==> src/rtl/bta_pkg.sv <==
// Package: shared field layout for the branch target generator.
// Assumes a 32-bit instruction word with the opcode in the top six bits.
package bta_pkg;
    localparam int INSTR_W = 32;
    localparam int OPC_W   = 6;
    localparam int IMM_W   = 24;

    // Fields of an unconditional immediate branch, MSB first.
    typedef struct packed {
        logic [OPC_W-1:0] opcode;
        logic [IMM_W-1:0] imm;
        logic             absolute;
        logic             link;
    } br_word_t;
endpackage

==> src/rtl/bta_decode.sv <==
// Module: bta_decode
// Splits an instruction word into branch fields and flags a valid
// unconditional immediate branch. Purely combinational.
// Assumes the field layout in bta_pkg::br_word_t.
module bta_decode
    import bta_pkg::*;
#(
    parameter logic [OPC_W-1:0] BR_OPCODE = 6'd18
) (
    input  logic               valid_i,
    input  logic [INSTR_W-1:0] instr_i,
    output logic               hit_o,
    output logic [IMM_W-1:0]   imm_o,
    output logic               absolute_o,
    output logic               link_o
);
    br_word_t word;

    // Overlay the field layout on the raw instruction word.
    always_comb begin
        word       = br_word_t'(instr_i);
        hit_o      = valid_i && (word.opcode == BR_OPCODE);
        imm_o      = word.imm;
        absolute_o = word.absolute;
        link_o     = word.link;
    end
endmodule

==> src/rtl/bta_addr_calc.sv <==
// Module: bta_addr_calc
// Widens the word immediate to a byte displacement, sign-extends it and
// adds the selected base. All sums wrap modulo 2^ADDR_W.
// Assumes ADDR_W exceeds the displacement width (IMM_W + 2).
module bta_addr_calc #(
    parameter int ADDR_W    = 32,
    parameter int IMM_W     = 24,
    parameter int LINK_STEP = 4
) (
    input  logic [ADDR_W-1:0] pc_i,
    input  logic [IMM_W-1:0]  imm_i,
    input  logic              absolute_i,
    output logic [ADDR_W-1:0] target_o,
    output logic [ADDR_W-1:0] ret_addr_o
);
    localparam int DISP_W = IMM_W + 2;
    localparam int EXT_W  = ADDR_W - DISP_W;

    logic [DISP_W-1:0] disp;
    logic [ADDR_W-1:0] disp_ext;
    logic [ADDR_W-1:0] base;

    // Form the byte displacement and extend its sign to address width.
    generate
        if (EXT_W > 0) begin : g_ext
            always_comb begin
                disp     = {imm_i, 2'b00};
                disp_ext = {{EXT_W{disp[DISP_W-1]}}, disp};
            end
        end else begin : g_noext
            always_comb begin
                disp     = {imm_i, 2'b00};
                disp_ext = disp[ADDR_W-1:0];
            end
        end
    endgenerate

    // Pick the base and add; carry out of the top bit is dropped.
    always_comb begin
        base       = absolute_i ? '0 : pc_i;
        target_o   = base + disp_ext;
        ret_addr_o = pc_i + ADDR_W'(LINK_STEP);
    end
endmodule

==> src/rtl/bta_target_gen.sv <==
// Module: bta_target_gen (top)
// Decodes an unconditional immediate branch, computes its target and
// return address, and registers the results one cycle later.
// Assumes synchronous active-low reset; data outputs reset to zero.
module bta_target_gen
    import bta_pkg::*;
#(
    parameter int               ADDR_W    = 32,
    parameter logic [OPC_W-1:0] BR_OPCODE = 6'd18
) (
    input  logic               clk,
    input  logic               rst_n,
    input  logic               in_valid,
    input  logic [INSTR_W-1:0] in_instr,
    input  logic [ADDR_W-1:0]  in_pc,
    output logic               out_valid,
    output logic [ADDR_W-1:0]  out_target,
    output logic               out_link,
    output logic [ADDR_W-1:0]  out_ret_addr
);
    logic              hit;
    logic [IMM_W-1:0]  imm;
    logic              absolute;
    logic              link;
    logic [ADDR_W-1:0] target_c;
    logic [ADDR_W-1:0] ret_c;

    bta_decode #(.BR_OPCODE(BR_OPCODE)) u_decode (
        .valid_i    (in_valid),
        .instr_i    (in_instr),
        .hit_o      (hit),
        .imm_o      (imm),
        .absolute_o (absolute),
        .link_o     (link)
    );

    bta_addr_calc #(.ADDR_W(ADDR_W), .IMM_W(IMM_W), .LINK_STEP(4)) u_calc (
        .pc_i       (in_pc),
        .imm_i      (imm),
        .absolute_i (absolute),
        .target_o   (target_c),
        .ret_addr_o (ret_c)
    );

    // Output stage: capture results of a hit, clear flags otherwise.
    always_ff @(posedge clk) begin
        if (!rst_n) begin
            out_valid    <= 1'b0;
            out_link     <= 1'b0;
            out_target   <= '0;
            out_ret_addr <= '0;
        end else begin
            out_valid <= hit;
            out_link  <= hit && link;
            if (hit) begin
                out_target   <= target_c;
                out_ret_addr <= ret_c;
            end
        end
    end
endmodule

==> config.mk <==
export PLATFORM = sky130hd
export DESIGN_NAME = bta_target_gen
export DESIGN_NICKNAME = d
export VERILOG_FILES = /design/src/rtl/bta_pkg.sv /design/src/rtl/bta_decode.sv /design/src/rtl/bta_addr_calc.sv /design/src/rtl/bta_target_gen.sv
export SDC_FILE = /design/constraint.sdc
export NUM_CORES = 1
export LEC_CHECK = 0
export BUFFER_PORTS_ARGS = -buffer_cell sky130_fd_sc_hd__buf_4
export CAP_MARGIN = 15
export CORE_MARGIN = 2
export CORE_UTILIZATION = 30
export DETAILED_ROUTE_END_ITERATION = 10
export GPL_ROUTABILITY_DRIVEN = 0
export GPL_TIMING_DRIVEN = 0
export PLACE_DENSITY = 0.63
export SLEW_MARGIN = 10
export SYNTH_ARGS = -nofsm -noshare
export SYNTH_HDL_FRONTEND = slang
export SYNTH_SLANG_ARGS = --single-unit
export TNS_END_PERCENT = 5
==> constraint.sdc <==
create_clock -name clk -period 2.7 [get_ports clk]
set_input_delay 0 -clock clk [delete_from_list [all_inputs] [get_ports clk]]
set_output_delay 0 -clock clk [all_outputs]
set_load 0.03 [all_outputs]
* After elaboration in Yosys (flattened, before gate mapping)
Cells that the tools add are included.
** Word-level totals
- Register bits after elaboration :: 66
- Bits of input ports :: 67
- Output and inout bits :: 66
** Cells by class
- Add/sub/neg operators :: 2
- Equality and inequality tests :: 1
- Muxes and demuxes :: 1
- Reduce and logical (&&, ||, !) cells :: 2
** Operators by type and width (count)
- 32-bit by 3-bit adder with 32-bit output (second input constant) :: 1
- 32-bit adder :: 1
- 32-bit 2-to-1 mux :: 1
- 6-bit by 5-bit == test with 1-bit output (second input constant) :: 1
- 1-bit logical AND :: 2

* Depth between registers and ports, before layout
Gate-level depths: netlist of the first run.
- Depth after elaboration :: 3
- Gate-level depth with buffers :: 13

* Hierarchy
A second synthesis of the first run with hierarchy kept.
** Unflattened totals
- Cell total of the unflattened synthesis :: 619
- Area total of the unflattened synthesis :: 5218.8 um^2
** By module, submodules not included
- bta_target_gen :: times used 1, cells each 211, area an instance 2524.9 um^2, seq. area each 1321.3 um^2
- bta_addr_calc :: times used 1, cells each 379, area an instance 2473.6 um^2, seq. area each 0.0 um^2
- bta_decode :: times used 1, cells each 29, area an instance 220.2 um^2, seq. area each 0.0 um^2

* Least setup slack after synthesis of the first run
Ideal clock, no wire load.
- Kind :: input port to flip-flop
- Start point :: in in_instr[1]
- End point :: reg out_target[30]
- Arrival time :: 2.609 ns
- Required time :: 2.621 ns
- Slack :: 0.012 ns
- Stages on the path :: 13
- Path through :: clkbuf_1 > nor2b_1 > ha_1 > inv_1 > fa_1 > and2b_1 > o2111ai_1 > a31oi_1 > o21ai_1 > o22a_1 > a2111oi_2 > mux2_2 > o211ai_1
** On the way
- Cells in the longest elaborated chain, start to end :: 2
** RTL lines
- start: declaration :: line bta_target_gen.sv:14 : input logic [INSTR_W-1:0] in_instr,
- 32-bit 2-to-1 mux :: line bta_addr_calc.sv:40 : base = absolute_i ? '0 : pc_i;
- 32-bit adder :: line bta_addr_calc.sv:41 : target_o = base + disp_ext;
- end signal: assignment :: line bta_target_gen.sv:56 : out_target <= target_c;
- end: declaration :: line bta_target_gen.sv:17 : output logic [ADDR_W-1:0] out_target,
Every way passes these cells.
A chain may end at the register's enable or synchronous reset.

* Final worst setup path of the first run
- Start point :: in in_pc[19]
- End point :: reg out_target[31]
** On the way
- Cells in the longest elaborated chain, start to end :: 2
** RTL lines
- start: declaration :: line bta_target_gen.sv:15 : input logic [ADDR_W-1:0] in_pc,
- 32-bit 2-to-1 mux :: line bta_addr_calc.sv:40
- 32-bit adder :: line bta_addr_calc.sv:41
Every way passes these cells.

==> metrics.md, run 1 <==
| Metric | Value |
|---|---|
| Crit Path Category | in -> reg |
| Initial antenna violation count | 0 |
| Worst min path class | in -> reg |
| Area grow syn2layout | 40.02% |
| Port buffer count | around 130 |
| Remaining DRCs | 0 |
| Synth area leaders | dfxtp_1 30%, ha_1 8.5%, a21oi_1 5.3%, nor2_1 5.3%, a211oi_1 4.8% |
| RSZ-0062 raised after global routing | yes |
| DR WL met3 | approximately 1200 um |
| Commonest cells post-synth | 66 x dfxtp_1, 62 x nor2_1, 53 x nand2_1 |
| Post-synth top area cell | dfxtp_1 |
| CTS root buf | clkbuf_16 |
| Internal power | around 0.0021 W |
| Comb pwr share | around 20% |
| Area share of the largest cell type after synthesis | around 30% |
| Maximum vdd ir drop | ~0.28 mV |
| Worst skew pair latency | 0.33 ns |
| Hold depth | 3 |
| Clock power share | 45.0% |
| Max_cap viols | 0 |
| Fin. Hold Viols | 0 |
| DR vias/cell | ~5.2 |
| Fin Setup TNS | 0 ns |
| Seq cells post-synth | 66 |
| EDFF count, synth | 0 |
| R2r endpoint | out_target[31]$_SDFFE_PN0P_ |
| Die Area | 15740 um^2 |
| Final instance area | about 6200 um^2 |
| Post-synth top flop | dfxtp_1 |
| DR pass1 iterations | 5 |
| Distinct cells, synth | 53 |
| CP endpoint kind | flip-flop |
| Tmin final | roughly 2.6 ns |
| Ratio of cells with drive above 1 in the final layout | a little under a quarter |
| Period utilization | 97.38% |
| Worst Setup Start Kind | input pin |
| Most used standard cell by instance count after synthesis | dfxtp_1 |
| Vias in the first global route | between 4000 and 5000 |
| Pleak | 2.623 nW |
| Largest net degree at the start of global routing | 12 |
| Reg2reg path depth | 2 |
| CTS Buf Count | 9 |
| Slew Viols, Final | 0 |
| Ports | 133 |
| Design Power | about 0.0028 W |
| Worst-Margin Slew | 1.025 ns |
| Routed met1 length | roughly 6500 um |
| Worst-path clk slew | around 0.050 ns |
| CP max FO | 7 |
| CP Data Arrival Time | 2.85 ns |
| Synth warn | 0 |
| H-tree levels | 3 |
| Max Used Layer | met4 |
| Avg Inst Size Synth | between 7 and 8 um^2 |
| N_diodes | 0 |
| Reg power frac | 35.0% |
| Die height | approximately 130 um |
| Status | finished clean |
| Drt total wl | around 15000 um |
| Routed WL per cell | 16.01 um |
| Placed Area | 5638 um^2 |
| Core area | 14480 um^2 |
| Clock sink count | 66 |
| Syn_nets | about 670 |
| Setup Skew | 0 ns |
| FF-to-FF setup slack | 1.86 ns |
| Register area share after synthesis | 29.86% |
| Crit path to | out_target[31]$_SDFFE_PN0P_ |
| Setup violators final | 0 |
| Starting Density | a little under a third |
| Post-DP HPWL | roughly 12000 um |
| First-pass GRT wire length | ~23000 um |
| Worst Path Required | a little under 3 ns |
| GRT overflow | 0 |
| Achievable frequency | between 300 and 400 MHz |
| CTS Buffer Depth | 2 |
| Layout fillers | 1520 |
| Detail Route met2 WL | roughly 6700 um |
| Max-slew headroom | between 20 and 30% |
| Beginning of the critical path | in_pc[19] |
| PwrDens | 453.3 nW/um^2 |
| Worst r2r src | out_target[31]$_SDFFE_PN0P_ |
| Final nets | ~830 |
| First DRT Iteration DRCs | between 150 and 200 |
| CTS tree | built |
| Switch share | between 20% and 30% |
| P_sw | between 0.0007 and 0.0008 W |
| Detail Route Antenna Nets | 0 |
| Via count | around 4700 |
| Netlist area before placement | approximately 4400 um^2 |
| Total GRT Usage | between 15 and 20% |
| Site Rows | 44 |
| Post-synthesis async set-or-reset flop share | 0% |
| Post-synthesis cell count | about 570 |
| DIE WIDTH | around 130 um |
timing repair:
item,4_1_cts,5_1_grt
setup buffers,1,0
gates resized for setup,5,11
endpoints found under the setup margin,2,8
pin swaps,1,2
hold buffers,16,0
endpoints found under the hold margin,18,0
sequential cells by signal, summed over array words and instances (netlist names):
register	count
out_link	1
out_ret_addr	32
out_target	32
out_valid	1
power groups by stage:
stage | Sequential [W] | Combinational (W) | Clock, W
final | 0.000983 | 0.000561 | 0.00126
after floorplan | 0.00102 | 0.000313 | 0
after detailed placement | 0.00100 | 0.000516 | 0
after global placement | 0.00100 | 0.000516 | 0
after CTS | 0.000983 | 0.000545 | 0.00129
after global routing | 0.000983 | 0.000614 | 0.00133
worst max-delay path: stages:
cell           delay [ns]
dlygate4sd3_1        0.55
buf_4                0.14
inv_1                0.08
nor2_1               0.06
ha_1                 0.38
a21o_1               0.20
a21oi_2              0.21
inv_1                0.06
a22o_1               0.29
or3_1                0.40
and4_1               0.20
o31a_1               0.26
worst min-delay path by stage:
stage	from	end
5_1_grt	in_pc[23]	out_ret_addr[23]$_SDFFE_PN0P_
3_3_place_gp	in_pc[2]	out_ret_addr[2]$_SDFFE_PN0P_
3_5_place_dp	in_pc[2]	out_ret_addr[2]$_SDFFE_PN0P_
4_1_cts	in_pc[17]	out_ret_addr[17]$_SDFFE_PN0P_
6_report	in_pc[17]	out_ret_addr[17]$_SDFFE_PN0P_
2_1_floorplan	in_pc[2]	out_ret_addr[2]$_SDFFE_PN0P_
routing by layer:
layer | vias to the layer above | track usage [%]
li1 | 2368 | -
met1 | 2174 | 24.07
met2 | 171 | 28.87
met3 | 18 | 5.648
met4 | 0 | 5.098
met5 | - | 0
cell type report:
cell class / count / area (um^2) / area share (%)
Sequential cell: 66 / 1321 / 21.33
Multi-Input combinational cell: 454 / 2980 / 48.11
Timing Repair Buffer: 148 / 1151 / 18.58
Tap cell: 184 / 230.2 / 3.716
Buffer: 28 / 112.6 / 1.818
Clock buffer: 11 / 242.7 / 3.918
Inverter: 21 / 78.83 / 1.272
Clock inverter: 5 / 77.57 / 1.252
kinds of logic after synthesis:
| logic type | synth area share, % |
|---|---|
| AND/OR/NAND/NOR | 25.06 |
| XOR/XNOR | 7.721 |
| AO/OA/AOI/OAI | 23.95 |
| multiplexers | 0.2545 |
| buffers and inverters | 4.214 |
| adder cells (fa/ha/maj) | 8.937 |
| flip-flops | 29.86 |
stage by stage:
stage	hold slack, ns	worst slack [ns]	util, %	std cells
finish	0.005450	0.07063	42.78	917
detailed placement	0.2335	-0.6503	38.94	884
CTS	0.001534	0.0009537	42.48	917
global placement	0.2286	-0.7019	38.94	884
global route	0.02124	-0.09458	42.78	917
floorplan	0.09623	0.01242	-	569
cells in the final DEF (no fill, tap or decap), drive strengths merged, types with 15 or more instances in the layout:
cell type	instances
a211oi	28
a21o	15
a21oi	47
buf	136
clkbuf	35
dfxtp	66
dlygate4sd3	16
ha	30
inv	21
nand2	53
nand3	28
nor2	62
nor2b	24
o21ai	24
xnor2	18
xor2	21
(Power assumes the default switching activity.)
==> run 2: changes to the inputs <==
--- a/config.mk
+++ b/config.mk
@@ -7,11 +7,11 @@
 export LEC_CHECK = 0
 export BUFFER_PORTS_ARGS = -buffer_cell sky130_fd_sc_hd__buf_4
 export CAP_MARGIN = 15
+export CORE_ASPECT_RATIO = 0.8
 export CORE_MARGIN = 2
 export CORE_UTILIZATION = 30
 export DETAILED_ROUTE_END_ITERATION = 10
 export GPL_ROUTABILITY_DRIVEN = 0
-export GPL_TIMING_DRIVEN = 0
 export PLACE_DENSITY = 0.63
 export SLEW_MARGIN = 10
 export SYNTH_ARGS = -nofsm -noshare
==> run 2 against run 1 <==
Net effect: wire length shrank 8.5%; register-to-register slack worse by 0.02 ns; core utilization grew 0.38 points; critical path type unchanged.
==> metrics.md, run 2 (synthesis gave the netlist of run 1 again) <==
| Metric | Value |
|---|---|
| Status | finished clean (unchanged) |
| Remaining DRCs | 0 (unchanged) |
| First-pass GRT wire length | 21290 um (was 22920 um) |
| Achievable frequency | 390.1 MHz (was 380.3 MHz) |
| H-tree levels | 3 (unchanged) |
| # Post-CTS Setup Buffers | 0 (was 1) |
| Worst r2r src | out_target[31]$_SDFFE_PN0P_ (unchanged) |
| Worst Path Required | 2.92 ns (about the same) |
| Hold_ws | 0.006389 ns (was 0.005450 ns) |
| Hold depth | 3 (unchanged) |
| CTS Buf Count | 9 (unchanged) |
| Clock sink count | 66 (unchanged) |
| Worst min path class | in -> reg (unchanged) |
| Worst-path clk slew | 0.05 ns (about the same) |
| Routed WL per cell | 14.71 um (was 16.01 um) |
| Design Power | 0.002719 W (was 0.002808 W) |
| Largest regs | out_ret_addr x32, out_target x32 (unchanged) |
| Via count | 4598 (was 4731) |
| RSZ-0062 raised after global routing | no (was yes) |
| Max-slew headroom | 30.51% (was 29.93%) |
| Most frequent cells in the layout | 155 x buf_4, 66 x dfxtp_1, 62 x nor2_1 (was 132 x buf_4, 66 x dfxtp_1, 62 x nor2_1) |
| FF-to-FF setup slack | 1.84 ns (was 1.86 ns) |
| Post-DP HPWL | 10380 um (was 11540 um) |
| Pleak | 2.672 nW (was 2.623 nW) |
| Slew Viols, Final | 0 (unchanged) |
| DIE WIDTH | 139.8 um (was 125.4 um) |
| Maximum vdd ir drop | 0.2927 mV (was 0.2804 mV) |
| Finished Layout Cells | 913 (was 917) |
| Detail Route Antenna Nets | 0 (unchanged) |
| Final nets | 822 (was 826) |
| Core area | 14350 um^2 (was 14480 um^2) |
| Setup Skew | 0 ns (unchanged) |
| Worst Setup Start Kind | input pin (unchanged) |
| PwrDens | 439.1 nW/um^2 (was 453.3 nW/um^2) |
| DR vias/cell | 5.036 (was 5.159) |
| Worst-Margin Slew | 1.041 ns (was 1.025 ns) |
| Fin Setup TNS | 0 ns (unchanged) |
| Initial antenna violation count | 0 (unchanged) |
| Tmin final | 2.564 ns (was 2.629 ns) |
| CTS tree | built (unchanged) |
| CP max FO | 4 (was 7) |
| Die Area | 15740 um^2 (about the same) |
| Ports | 133 (unchanged) |
| Crit Path Category | in -> reg (unchanged) |
| Die height | 112.6 um (was 125.4 um) |
| Site Rows | 39 (was 44) |
| GRT overflow | 0 (unchanged) |
| Ratio of cells with drive above 1 in the final layout | 24.97% (was 22.51%) |
| Post-Place Cells | 881 (was 884) |
| Worst skew pair latency | 0.33 ns (about the same) |
| Starting Density | 30.84% (was 30.56%) |
| Total GRT Usage | 16.66% (was 18.26%) |
| Largest net degree at the start of global routing | 58 (was 12) |
| Setup violators final | 0 (unchanged) |
| R2r endpoint | out_target[31]$_SDFFE_PN0P_ (unchanged) |
| Period utilization | 94.95% (was 97.38%) |
| Port buffer count | 132 (was 131) |
| HP Start | in_pc[21] (was in_pc[17]) |
| Drt total wl | 13430 um (was 14680 um) |
| Max_cap viols | 0 (unchanged) |
| CTS root buf | clkbuf_16 (unchanged) |
| Reg2reg path depth | 2 (unchanged) |
| CP endpoint kind | flip-flop (unchanged) |
| CTS Buffer Depth | 2 (unchanged) |
| N_diodes | 0 (unchanged) |
| Fin. Hold Viols | 0 (unchanged) |
| DR pass1 iterations | 4 (was 5) |
| Layout fillers | 1512 (was 1520) |
| CP Data Arrival Time | 2.78 ns (was 2.85 ns) |
| Vias in the first global route | 4207 (was 4448) |
| Area grow syn2layout | 39.96% (was 40.02%) |
| First DRT Iteration DRCs | 185 (was 190) |
| Commonest non-fill, non-tap cell in the layout | buf_4 (unchanged) |
| Hold Path Sink | out_ret_addr[21]$_SDFFE_PN0P_ (was out_ret_addr[17]$_SDFFE_PN0P_) |
## run 2: power breakdown
group / internal (W) / switching (W) / leakage [nW] / total (W)
logic: 0.000268 / 0.000301 / 2.01 / 0.000570
clock network: 0.000711 / 0.000455 / 0.133 / 0.00117
registers: 0.000980 / 0.00000321 / 0.532 / 0.000983
total: 0.00196 / 0.000760 / 2.67 / 0.00272
## run 2: worst max path at each step
stage,startpoint,slack [ns],endpoint
after global placement,in_instr[1],-0.05,out_target[25]$_SDFFE_PN0P_
after detailed placement,in_instr[1],-0.03,out_target[25]$_SDFFE_PN0P_
after floorplan,in_instr[1],0.01,out_target[30]$_SDFFE_PN0P_
after CTS,in_pc[18],0.11,out_target[31]$_SDFFE_PN0P_
final,in_pc[18],0.14,out_target[31]$_SDFFE_PN0P_
after global routing,in_pc[18],0.01,out_target[31]$_SDFFE_PN0P_
## run 2: timing repair
action	CTS	global route
hold buffers	16	0
gates resized for setup	0	2
endpoints found under the setup margin	0	2
endpoints found under the hold margin	18	0
## run 2: per-layer routing
layer  global-route usage (%)  wire length, um  share of wire, %  vias up
met3                    5.418             1079               8.0        9
met4                    3.600              102              0.76        0
met1                    22.69             6405                48     2114
li1                         -                -                 -     2356
met2                    25.82             5844                44      119
met5                        0                0                 0        -
## run 2: cell type report
type / count / area (um^2) / area share (%)
Multi-Input combinational cell: 454 / 2923 / 47.20
Tap cell: 184 / 230.2 / 3.718
Clock inverter: 7 / 70.07 / 1.132
Inverter: 21 / 78.83 / 1.273
Sequential cell: 66 / 1321 / 21.34
Timing Repair Buffer: 172 / 1344 / 21.70
Clock buffer: 9 / 225.2 / 3.637
## run 2: critical path, cell delays in order
cell	delay, ns
dlygate4sd3_1	0.53
buf_4	0.15
nor2b_1	0.12
ha_1	0.28
a21o_1	0.21
a21o_1	0.19
a21oi_2	0.15
inv_1	0.05
a22o_1	0.25
or3_1	0.40
and4_1	0.20
o31a_1	0.26
## run 2: through the flow
stage / cell area, um^2 / setup WS, ns / util, %
6_report: 6192 / 0.1363 / 43.16
5_1_grt: 6192 / 0.01267 / 43.16
4_1_cts: 6188 / 0.1059 / 43.14
3_5_place_dp: 5733 / -0.02839 / 39.96
3_3_place_gp: 5733 / -0.05002 / 39.96
2_1_floorplan: 4424 / 0.01242 / -
